`src/rtl/mdm_pkg.sv`:
```
// Package: shared field positions and types for the modem control/status unit.
// Assumes: status nibble order DCD(3) RI(2) DSR(1) CTS(0); control byte order below.
package mdm_pkg;

    localparam int CTL_W   = 5;
    localparam int ST_W    = 4;
    localparam int BYTE_W  = 8;

    localparam int ST_CTS  = 0;
    localparam int ST_DSR  = 1;
    localparam int ST_RI   = 2;
    localparam int ST_DCD  = 3;

    localparam logic [ST_W-1:0]  ST_RST  = 4'b1011;
    localparam logic [CTL_W-1:0] CTL_RST = 5'b01000;

    typedef struct packed {
        logic loop;
        logic out2;
        logic out1;
        logic rts;
        logic dtr;
    } ctl_t;

endpackage

```
`src/rtl/mdm_ctl_reg.sv`:
```
// Module: control register holding DTR, RTS, OUT1, OUT2 and LOOP.
// Assumes: write data low bits carry the fields; upper bits are discarded.
module mdm_ctl_reg
    import mdm_pkg::*;
#(
    parameter int DW = BYTE_W
) (
    input  logic          clk,
    input  logic          rst_n,
    input  logic          wr_i,
    input  logic [DW-1:0] wdata_i,
    output ctl_t          ctl_q
);

    localparam int KEEP = CTL_W;

    // Store the low control bits on a write, reset to OUT2 only.
    always_ff @(posedge clk) begin
        if (!rst_n)
            ctl_q <= ctl_t'(CTL_RST);
        else if (wr_i)
            ctl_q <= ctl_t'(wdata_i[KEEP-1:0]);
    end


    ctl_store_chk: assert property (@(posedge clk) disable iff (!rst_n)
        wr_i |=> (ctl_q == ctl_t'($past(wdata_i[KEEP-1:0]))));

endmodule

```
`src/rtl/mdm_delta_trk.sv`:
```
// Module: samples the status inputs and accumulates sticky change flags.
// Assumes: inputs already synchronized; the RI lane flags only a falling change.
module mdm_delta_trk
    import mdm_pkg::*;
#(
    parameter int              N      = ST_W,
    parameter int              RI_IDX = ST_RI,
    parameter logic [N-1:0]    RST_ST = ST_RST
) (
    input  logic         clk,
    input  logic         rst_n,
    input  logic [N-1:0] lines_i,
    input  logic         clr_i,
    output logic [N-1:0] st_q,
    output logic [N-1:0] dlt_q
);

    logic [N-1:0] chg;
    logic [N-1:0] dlt_d;

    // Per-lane change detect; the ring lane keeps only the 1-to-0 edge.
    for (genvar i = 0; i < N; i++) begin : g_lane
        if (i == RI_IDX) begin : g_trail
            assign chg[i] = st_q[i] & ~lines_i[i];
        end else begin : g_any
            assign chg[i] = st_q[i] ^ lines_i[i];
        end
    end

    // Next flags: clear on read, then OR in changes sampled this cycle.
    always_comb begin
        dlt_d = (clr_i ? '0 : dlt_q) | chg;
    end

    // Register sampled status and change flags.
    always_ff @(posedge clk) begin
        if (!rst_n) begin
            st_q  <= RST_ST;
            dlt_q <= '0;
        end else begin
            st_q  <= lines_i;
            dlt_q <= dlt_d;
        end
    end


    st_follow_chk: assert property (@(posedge clk) disable iff (!rst_n)
        1'b1 |=> (st_q == $past(lines_i)));


    ri_rise_chk: assert property (@(posedge clk) disable iff (!rst_n)
        (clr_i && !st_q[RI_IDX]) |=> !dlt_q[RI_IDX]);


    dlt_sticky_chk: assert property (@(posedge clk) disable iff (!rst_n)
        !clr_i |=> ((dlt_q & $past(dlt_q)) == $past(dlt_q)));


    dlt_clear_chk: assert property (@(posedge clk) disable iff (!rst_n)
        (clr_i && (lines_i == st_q)) |=> (dlt_q == '0));

endmodule

```
`src/rtl/mdm_view.sv`:
```
// Module: forms read data, external pins and pending flag, applying loopback.
// Assumes: purely combinational; all state lives in the register modules.
module mdm_view
    import mdm_pkg::*;
#(
    parameter int DW = BYTE_W,
    parameter int N  = ST_W
) (
    input  ctl_t          ctl_i,
    input  logic [N-1:0]  st_i,
    input  logic [N-1:0]  dlt_i,
    input  logic          rd_i,
    output logic [DW-1:0] ctl_rdata,
    output logic [DW-1:0] stat_rdata,
    output logic          clr_o,
    output logic          dtr_o,
    output logic          rts_o,
    output logic          out1_o,
    output logic          out2_o,
    output logic          pend_o
);

    localparam int PAD = DW - CTL_W;

    logic [N-1:0] loop_st;

    // Map control bits onto the status lanes as if wired back.
    always_comb begin
        loop_st          = '0;
        loop_st[ST_DCD]  = ctl_i.out2;
        loop_st[ST_RI]   = ctl_i.out1;
        loop_st[ST_DSR]  = ctl_i.dtr;
        loop_st[ST_CTS]  = ctl_i.rts;
    end

    // Select status view and gate read-clear and pending by loop mode.
    always_comb begin
        ctl_rdata = {{PAD{1'b0}}, ctl_i};
        if (ctl_i.loop) begin
            stat_rdata = {loop_st, {N{1'b0}}};
            clr_o      = 1'b0;
            pend_o     = 1'b0;
        end else begin
            stat_rdata = {st_i, dlt_i};
            clr_o      = rd_i;
            pend_o     = |dlt_i;
        end
    end

    // Drive pins, held inactive while looping back.
    always_comb begin
        dtr_o  = ctl_i.dtr  & ~ctl_i.loop;
        rts_o  = ctl_i.rts  & ~ctl_i.loop;
        out1_o = ctl_i.out1 & ~ctl_i.loop;
        out2_o = ctl_i.out2 & ~ctl_i.loop;
    end

endmodule

```
`src/rtl/mdm_ctl_stat.sv`:
```
// Module: top of the modem control/status unit.
// Assumes: status inputs synchronized to clk; synchronous active-low reset.
module mdm_ctl_stat
    import mdm_pkg::*;
(
    input  logic       clk,
    input  logic       rst_n,
    input  logic       ctl_wr,
    input  logic [7:0] ctl_wdata,
    input  logic       stat_rd,
    input  logic       cts_i,
    input  logic       dsr_i,
    input  logic       dcd_i,
    input  logic       ri_i,
    output logic [7:0] ctl_rdata,
    output logic [7:0] stat_rdata,
    output logic       dtr_o,
    output logic       rts_o,
    output logic       out1_o,
    output logic       out2_o,
    output logic       stat_pend
);

    ctl_t            ctl_q;
    logic [ST_W-1:0] lines;
    logic [ST_W-1:0] st_q;
    logic [ST_W-1:0] dlt_q;
    logic            clr;

    // Gather status inputs into lane order.
    always_comb begin
        lines         = '0;
        lines[ST_CTS] = cts_i;
        lines[ST_DSR] = dsr_i;
        lines[ST_RI]  = ri_i;
        lines[ST_DCD] = dcd_i;
    end

    mdm_ctl_reg #(.DW(BYTE_W)) u_ctl (
        .clk    (clk),
        .rst_n  (rst_n),
        .wr_i   (ctl_wr),
        .wdata_i(ctl_wdata),
        .ctl_q  (ctl_q)
    );

    mdm_delta_trk #(.N(ST_W), .RI_IDX(ST_RI), .RST_ST(ST_RST)) u_trk (
        .clk    (clk),
        .rst_n  (rst_n),
        .lines_i(lines),
        .clr_i  (clr),
        .st_q   (st_q),
        .dlt_q  (dlt_q)
    );

    mdm_view #(.DW(BYTE_W), .N(ST_W)) u_view (
        .ctl_i     (ctl_q),
        .st_i      (st_q),
        .dlt_i     (dlt_q),
        .rd_i      (stat_rd),
        .ctl_rdata (ctl_rdata),
        .stat_rdata(stat_rdata),
        .clr_o     (clr),
        .dtr_o     (dtr_o),
        .rts_o     (rts_o),
        .out1_o    (out1_o),
        .out2_o    (out2_o),
        .pend_o    (stat_pend)
    );


    pin_follow_chk: assert property (@(posedge clk) disable iff (!rst_n)
        (ctl_wr && !ctl_wdata[4]) |=> ({out2_o, out1_o, rts_o, dtr_o} == $past(ctl_wdata[3:0])));


    loop_keep_chk: assert property (@(posedge clk) disable iff (!rst_n)
        (stat_rd && ctl_rdata[4]) |=> ((dlt_q & $past(dlt_q)) == $past(dlt_q)));


    loop_quiet_chk: assert property (@(posedge clk) disable iff (!rst_n)
        ctl_rdata[4] |-> !(dtr_o || rts_o || out1_o || out2_o || stat_pend));

endmodule

```
`config.mk`:
```
export PLATFORM = sky130hd
export DESIGN_NAME = mdm_ctl_stat
export DESIGN_NICKNAME = d
export VERILOG_FILES = /design/src/rtl/mdm_pkg.sv /design/src/rtl/mdm_ctl_reg.sv /design/src/rtl/mdm_delta_trk.sv /design/src/rtl/mdm_view.sv /design/src/rtl/mdm_ctl_stat.sv
export SDC_FILE = /design/constraint.sdc
export NUM_CORES = 1
export LEC_CHECK = 0
export ABC_AREA = 1
export BUFFER_PORTS_ARGS = -buffer_cell sky130_fd_sc_hd__clkbuf_2
export CORE_MARGIN = 2
export CORE_UTILIZATION = 45
export DETAILED_ROUTE_END_ITERATION = 6
export GPL_TIMING_DRIVEN = 0
export PLACE_DENSITY = 0.78
export REMOVE_ABC_BUFFERS = 1
export SLEW_MARGIN = 25
export SYNTH_ARGS = -nofsm -noshare
export SYNTH_HDL_FRONTEND = slang
export SYNTH_HIERARCHICAL = 1
export SYNTH_SLANG_ARGS = --single-unit
```
`constraint.sdc`:
```
create_clock -name clk -period 3.2 [get_ports clk]
set_clock_uncertainty 0.15 [all_clocks]
set_input_delay 0.16 -clock clk [delete_from_list [all_inputs] [get_ports clk]]
set_output_delay 0.16 -clock clk [all_outputs]
set_load 0.02 [all_outputs]
```
==> results.json, run 1 <==
{
  "internal-power_w": 0.000257,
  "timing.setup.tns_ns": 0,
  "fin_crit_ns": 1.72,
  "antenna_found_initial": 0,
  "gp_congestion": 0.698,
  "critical-path-max-stage-delay_ns": 0.72,
  "timing.rr.end": "u_trk/dlt_q[0]",
  "outcome": "finished clean",
  "tightest_slew_ns": 0.612,
  "vias_per_cell": 4.26,
  "clock_path_buffers": 2,
  "max_slew_margin_pct": 59.1,
  "routedWlPerCell_um": 7.81,
  "firstDrtPassIters": 4,
  "r2r_start": "u_ctl/ctl_q[4]",
  "drive_gt1_share_pct": 24.6,
  "crit_end": "stat_rdata[4]",
  "routed_wl_mm": 1.23,
  "p_seq_share_pct": 48.8,
  "cts_tree": "built",
  "vias": 673,
  "dieArea_um2": 1920,
  "nFillCells": 157,
  "maxCapViolations": 0,
  "slew_viol_final": 0,
  "start_util_pct": 47.8,
  "ioPinCount": 37,
  "period_share_pct": 53.7,
  "synth_cells": 113,
  "netSwitchingPower_w": 0.000120,
  "cp-start-kind": "flip-flop",
  "clkTransAtPathRegs_ns": 0.08,
  "floorplan.die.height_um": 43.8,
  "cts_resized": 0,
  "peakVddDrop_uv": 334,
  "arrival_ns": 1.41,
  "areaGrowthSynthToFinish_pct": 21.8,
  "ys_ff_latch": 13,
  "synth_area_leader_cell": "dfxtp_1",
  "synth_area_um2": 712,
  "hold_ws_ns": 0.0204,
  "yosysWarnings": 6,
  "post-route-drc-count": 0,
  "min_path_type": "in2reg",
  "portBuffers": 30,
  "grt_pass1_vias": 530,
  "critical-path-top-delay-family": "flip-flops",
  "cp_num_buf_inv": 1,
  "ys_seq_area_share_pct": 36.6,
  "die_w_um": 43.8,
  "worstSetupPathDepth": 3,
  "core-area_um2": 1490,
  "detail_route.iter0.violations": 5,
  "hold_viol": 0,
  "crit_type": "reg2out",
  "rows": 14,
  "p_per_area_nw_per_um2": 434,
  "synth_area_per_cell_um2": 6.30,
  "final_common_cell": "clkbuf_2",
  "fin_nets": 159,
  "critPathLaunch": "u_ctl/ctl_q[4]",
  "p_comb_share_pct": 25.1,
  "insertedDiodeCount": 0,
  "synthDominantCellAreaShare_pct": 36.6,
  "ant_nets": 0,
  "gr-usage-all-layers_pct": 14.6,
  "grt_max_degree": 21,
  "power_w": 0.000377,
  "reg2reg_depth": 6,
  "grt_overflow": 0,
  "cts_root_buffer": "clkbuf_4",
  "cts_buffers": 3,
  "rrSetupSlack_ns": 1.81,
  "yosysUniqueCellTypes": 12,
  "path_cells": "nor2_1 -> a21oi_1 -> clkbuf_2",
  "p_leak_nw": 0.554,
  "dpl.hpwl_um": 922,
  "grt_pass1_wl_mm": 2.10,
  "critPathMaxFanout": 20,
  "end_kind": "output port",
  "clockPowerShare_pct": 26.2,
  "mostFrequentLayoutCells": "clkbuf_2, nand2_1, inv_1",
  "setup_viol": 0,
  "htreeDepth": 1,
  "rsz0062_at_grt": "no",
  "cts.sinks": 13,
  "fmax_mhz": 582,
  "clkLatencyLatePin_ns": 0.26,
  "cp.required_ns": 2.89,
  "synth_area_leaders": "dfxtp_1, nand2_1, inv_1, nor2_1, buf_4",
  "slowest_stage": "dfxtp_1",
  "p_sw_share_pct": 31.9
}
==> metrics by stage <==
step	setup slack [ns]	area, µm²	instances	utilization (%)
2_1_floorplan	1.71	621	103	-
3_3_place_gp	1.76	791	149	53.1
3_5_place_dp	1.77	791	149	53.1
4_1_cts	1.46	867	158	58.2
5_1_grt	1.32	867	158	58.2
6_report	1.48	867	158	58.2
==> final cells by class <==
| class | instances | area (µm²) | area share, % |
|---|---|---|---|
| Clock buffer | 4 | 26.3 | 3.03 |
| Inverter | 26 | 97.6 | 11.3 |
| Multi-Input combinational cell | 64 | 263 | 30.3 |
| Sequential cell | 13 | 260 | 30.0 |
| Tap cell | 16 | 20.0 | 2.31 |
| Timing Repair Buffer | 35 | 200 | 23.1 |
==> state kept, by name, summed over array words and instances (netlist names) <==
name / count
u_ctl/ctl_q: 5
u_trk/st_q: 4
u_trk/dlt_q: 4
==> worst min path at each step <==
stage	startpoint	end	slack [ns]	cells past startpoint
floorplan	rst_n	u_trk/st_q[0]	0.08	1
global placement	dsr_i	u_trk/st_q[1]	0.21	3
detailed placement	ri_i	u_trk/st_q[2]	0.22	3
CTS	ctl_wdata[0]	u_ctl/ctl_q[0]	0.01	5
global route	ctl_wdata[1]	u_ctl/ctl_q[1]	0.03	5
finish	ctl_wdata[0]	u_ctl/ctl_q[0]	0.02	5
==> timing repair <==
action | CTS | global route
buffers inserted | 0 | 0
hold buffers | 5 | 0
endpoints found under the hold margin | 6 | 0
==> logic make-up after synthesis <==
logic type | after synthesis | synth area share (%)
flip-flops | 13 | 36.6
other | 1 | 0.527
AO/OA/AOI/OAI | 6 | 5.62
buffers and inverters | 38 | 27.6
AND/OR/NAND/NOR | 55 | 29.7
==> synth_stat cells <==
cell type and n:
conb_1 1, buf_6 3, a21oi_2 1, inv_1 26, nor2_1 23, a21oi_1 4, buf_4 8, nand3_1 4
nand2_1 28, a21boi_2 1, clkbuf_2 1, dfxtp_1 13
==> routing by layer <==
metal  vias up  part of all wire (%)  global-route usage, %
met3         2                   7.7                   4.17
met1       278                    46                   17.9
li1        368                     -                      -
met4         0                  0.97                   7.27
met5         -                     0                      0
met2        25                    45                   23.2
==> worst min-delay path, cell delays in order <==
cell	delay, ns
clkbuf_2	0.08
inv_1	0.04
nand2_1	0.04
nand2_1	0.05
nor2_1	0.03
==> power by group through the flow <==
stage	clock, W	combinational (W)	sequential [W]
2_1_floorplan	0	0.0000534	0.000191
3_3_place_gp	0	0.0000886	0.000187
3_5_place_dp	0	0.0000900	0.000188
4_1_cts	0.000104	0.0000951	0.000184
5_1_grt	0.000110	0.000105	0.000186
6_report	0.0000985	0.0000944	0.000184
Power figures use the tool's default switching activity.
==> run 2: changes to the inputs <==
--- a/config.mk
+++ b/config.mk
@@ -8,10 +8,10 @@
 export ABC_AREA = 1
 export BUFFER_PORTS_ARGS = -buffer_cell sky130_fd_sc_hd__clkbuf_2
 export CORE_MARGIN = 2
-export CORE_UTILIZATION = 45
+export CORE_UTILIZATION = 43
 export DETAILED_ROUTE_END_ITERATION = 6
 export GPL_TIMING_DRIVEN = 0
-export PLACE_DENSITY = 0.78
+export PLACE_DENSITY = 0.75
 export REMOVE_ABC_BUFFERS = 1
 export SLEW_MARGIN = 25
 export SYNTH_ARGS = -nofsm -noshare
==> constraint.sdc (replaced) <==
create_clock -name clk -period 1.8 [get_ports clk]
set_clock_uncertainty 0.15 [all_clocks]
set_input_delay 0.09 -clock clk [delete_from_list [all_inputs] [get_ports clk]]
set_output_delay 0.09 -clock clk [all_outputs]
set_load 0.02 [all_outputs]
==> run 2 against run 1 <==
Utilization is 3.3 points higher; register-to-register slack worse by 1.2 ns; via count is 6.2% higher; worst hold slack better by 0.0046 ns; sequential power is 78% higher; total power is 82% higher; final cell count is 4.4% higher; highest routed layer unchanged; setup slack worse by 1.2 ns; critical path depth stayed put; flip-flop and latch count stayed put; cell area is 8.2% higher; first-iteration DRC count grew to 3.6 times the previous value.
==> results.json, run 2 (synthesis gave the netlist of run 1 again) <==
{
  "die_w_um": 44.7,
  "outcome": "finished clean",
  "floorplan.die.height_um": 44.7,
  "rsz0062_at_grt": "no",
  "fin_crit_ns": 1.52,
  "portBuffers": 30,
  "timing.rr.end": "u_trk/dlt_q[0]",
  "post-route-drc-count": 0,
  "cts_setup_buffers": 0,
  "dieArea_um2": 2000,
  "clkTransAtPathRegs_ns": 0.08,
  "hold_viol": 0,
  "slew_viol_final": 0,
  "mostFrequentLayoutCells": "clkbuf_2, nand2_1, inv_1",
  "fin_nets": 166,
  "end_kind": "output port",
  "routedWlPerCell_um": 9.36,
  "cp.required_ns": 1.56,
  "cts_buffers": 3,
  "gr-usage-all-layers_pct": 17.7,
  "timing.setup.tns_ns": 0,
  "finish.utilization_pct": 61.6,
  "areaGrowthSynthToFinish_pct": 31.8,
  "cts_root_buffer": "clkbuf_4",
  "htreeDepth": 1,
  "critPathLaunch": "u_ctl/ctl_q[4]",
  "insertedDiodeCount": 0,
  "ant_nets": 0,
  "maxCapViolations": 0,
  "ioPinCount": 37,
  "final_common_cell": "clkbuf_2",
  "cts.sinks": 13,
  "p_leak_nw": 0.580,
  "cts_tree": "built",
  "cp-start-kind": "flip-flop",
  "drive_gt1_share_pct": 24.2,
  "antenna_found_initial": 0,
  "grt_overflow": 0,
  "crit_type": "reg2out",
  "p_per_area_nw_per_um2": 731,
  "hold_ws_ns": 0.0249,
  "reg2reg_depth": 6,
  "start_util_pct": 46.7,
  "top_register": "u_ctl/ctl_q",
  "vias": 715,
  "dpl.hpwl_um": 932,
  "largest_register_ffs": 5,
  "gp_congestion": 0.693,
  "r2r_start": "u_ctl/ctl_q[4]",
  "rrSetupSlack_ns": 0.62,
  "rows": 14,
  "vias_per_cell": 4.33,
  "crit_end": "stat_rdata[7]",
  "detail_route.iter0.violations": 18,
  "setup_viol": 0,
  "grt_pass1_wl_mm": 2.54,
  "fmax_mhz": 658,
  "critPathMaxFanout": 20,
  "top_regs": "u_ctl/ctl_q: 5 flops, u_trk/dlt_q: 4 flops, u_trk/st_q: 4 flops",
  "grt_max_degree": 21,
  "routed_wl_mm": 1.54,
  "clock_path_buffers": 2,
  "grt_pass1_vias": 636,
  "period_share_pct": 84.4,
  "nFillCells": 139,
  "core-area_um2": 1520,
  "min_path_type": "in2reg",
  "clkLatencyLatePin_ns": 0.27,
  "firstDrtPassIters": 6,
  "arrival_ns": 1.28,
  "peakVddDrop_uv": 495
}
## run 2: cell types whose count changed in the layout (fill, tap and decap cells not counted)
cell,delta
dlygate4sd3_1,+7
dfxtp_1,-1
dfxtp_2,+1
## run 2: what timing repair did
item | 4_1_cts | 5_1_grt
gates resized for setup | 0 | 1
endpoints found under the setup margin | 0 | 3
hold buffers | 12 | 0
hold endpoints to repair | 13 | 0
## run 2: worst min-delay path by stage
stage / cells past startpoint / end / startpoint / slack (ns)
after floorplan: 1 / u_trk/st_q[0] / rst_n / 0.009
after global placement: 3 / u_trk/st_q[1] / dsr_i / 0.14
after detailed placement: 3 / u_trk/st_q[2] / ri_i / 0.15
after CTS: 2 / u_ctl/ctl_q[3] / rst_n / 0.01
after global routing: 2 / u_ctl/ctl_q[3] / rst_n / 0.02
final: 2 / u_ctl/ctl_q[3] / rst_n / 0.02
## run 2: metrics by stage
step | std cells | setup slack [ns] | power [W] | area (µm²)
after global placement | 149 | 0.401 | 0.000490 | 791
after floorplan | 103 | 0.375 | 0.000434 | 621
after detailed placement | 149 | 0.387 | 0.000494 | 791
after global routing | 165 | 0.203 | 0.000734 | 938
after CTS | 165 | 0.0172 | 0.000693 | 937
final | 165 | 0.281 | 0.000686 | 938
## run 2: cell type report
| cell class | instances | area (µm²) | share of cell area (%) |
|---|---|---|---|
| Clock buffer | 4 | 26.3 | 2.80 |
| Inverter | 26 | 97.6 | 10.4 |
| Sequential cell | 13 | 262 | 27.9 |
| Timing Repair Buffer | 42 | 270 | 28.8 |
| Tap cell | 16 | 20.0 | 2.13 |
| Multi-Input combinational cell | 64 | 263 | 28.0 |
## run 2: layer usage
metal	wire length [µm]	vias up	GRT usage, %
li1	-	381	-
met1	622	306	17.5
met2	835	26	34.8
met3	80	2	4.00
met4	5	0	7.27
met5	0	-	0
## run 2: where the power goes
group	internal, W	switching, W	leakage (nW)
combinational	0.0000737	0.000110	0.456
sequential	0.000307	0.0000203	0.109
clock	0.0000857	0.0000897	0.0150
total	0.000467	0.000220	0.580
## run 2: worst max-delay path, stage by stage (launching register included)
cell	delay, ns
dfxtp_2	0.54
nor2_1	0.11
a21oi_1	0.16
clkbuf_2	0.19
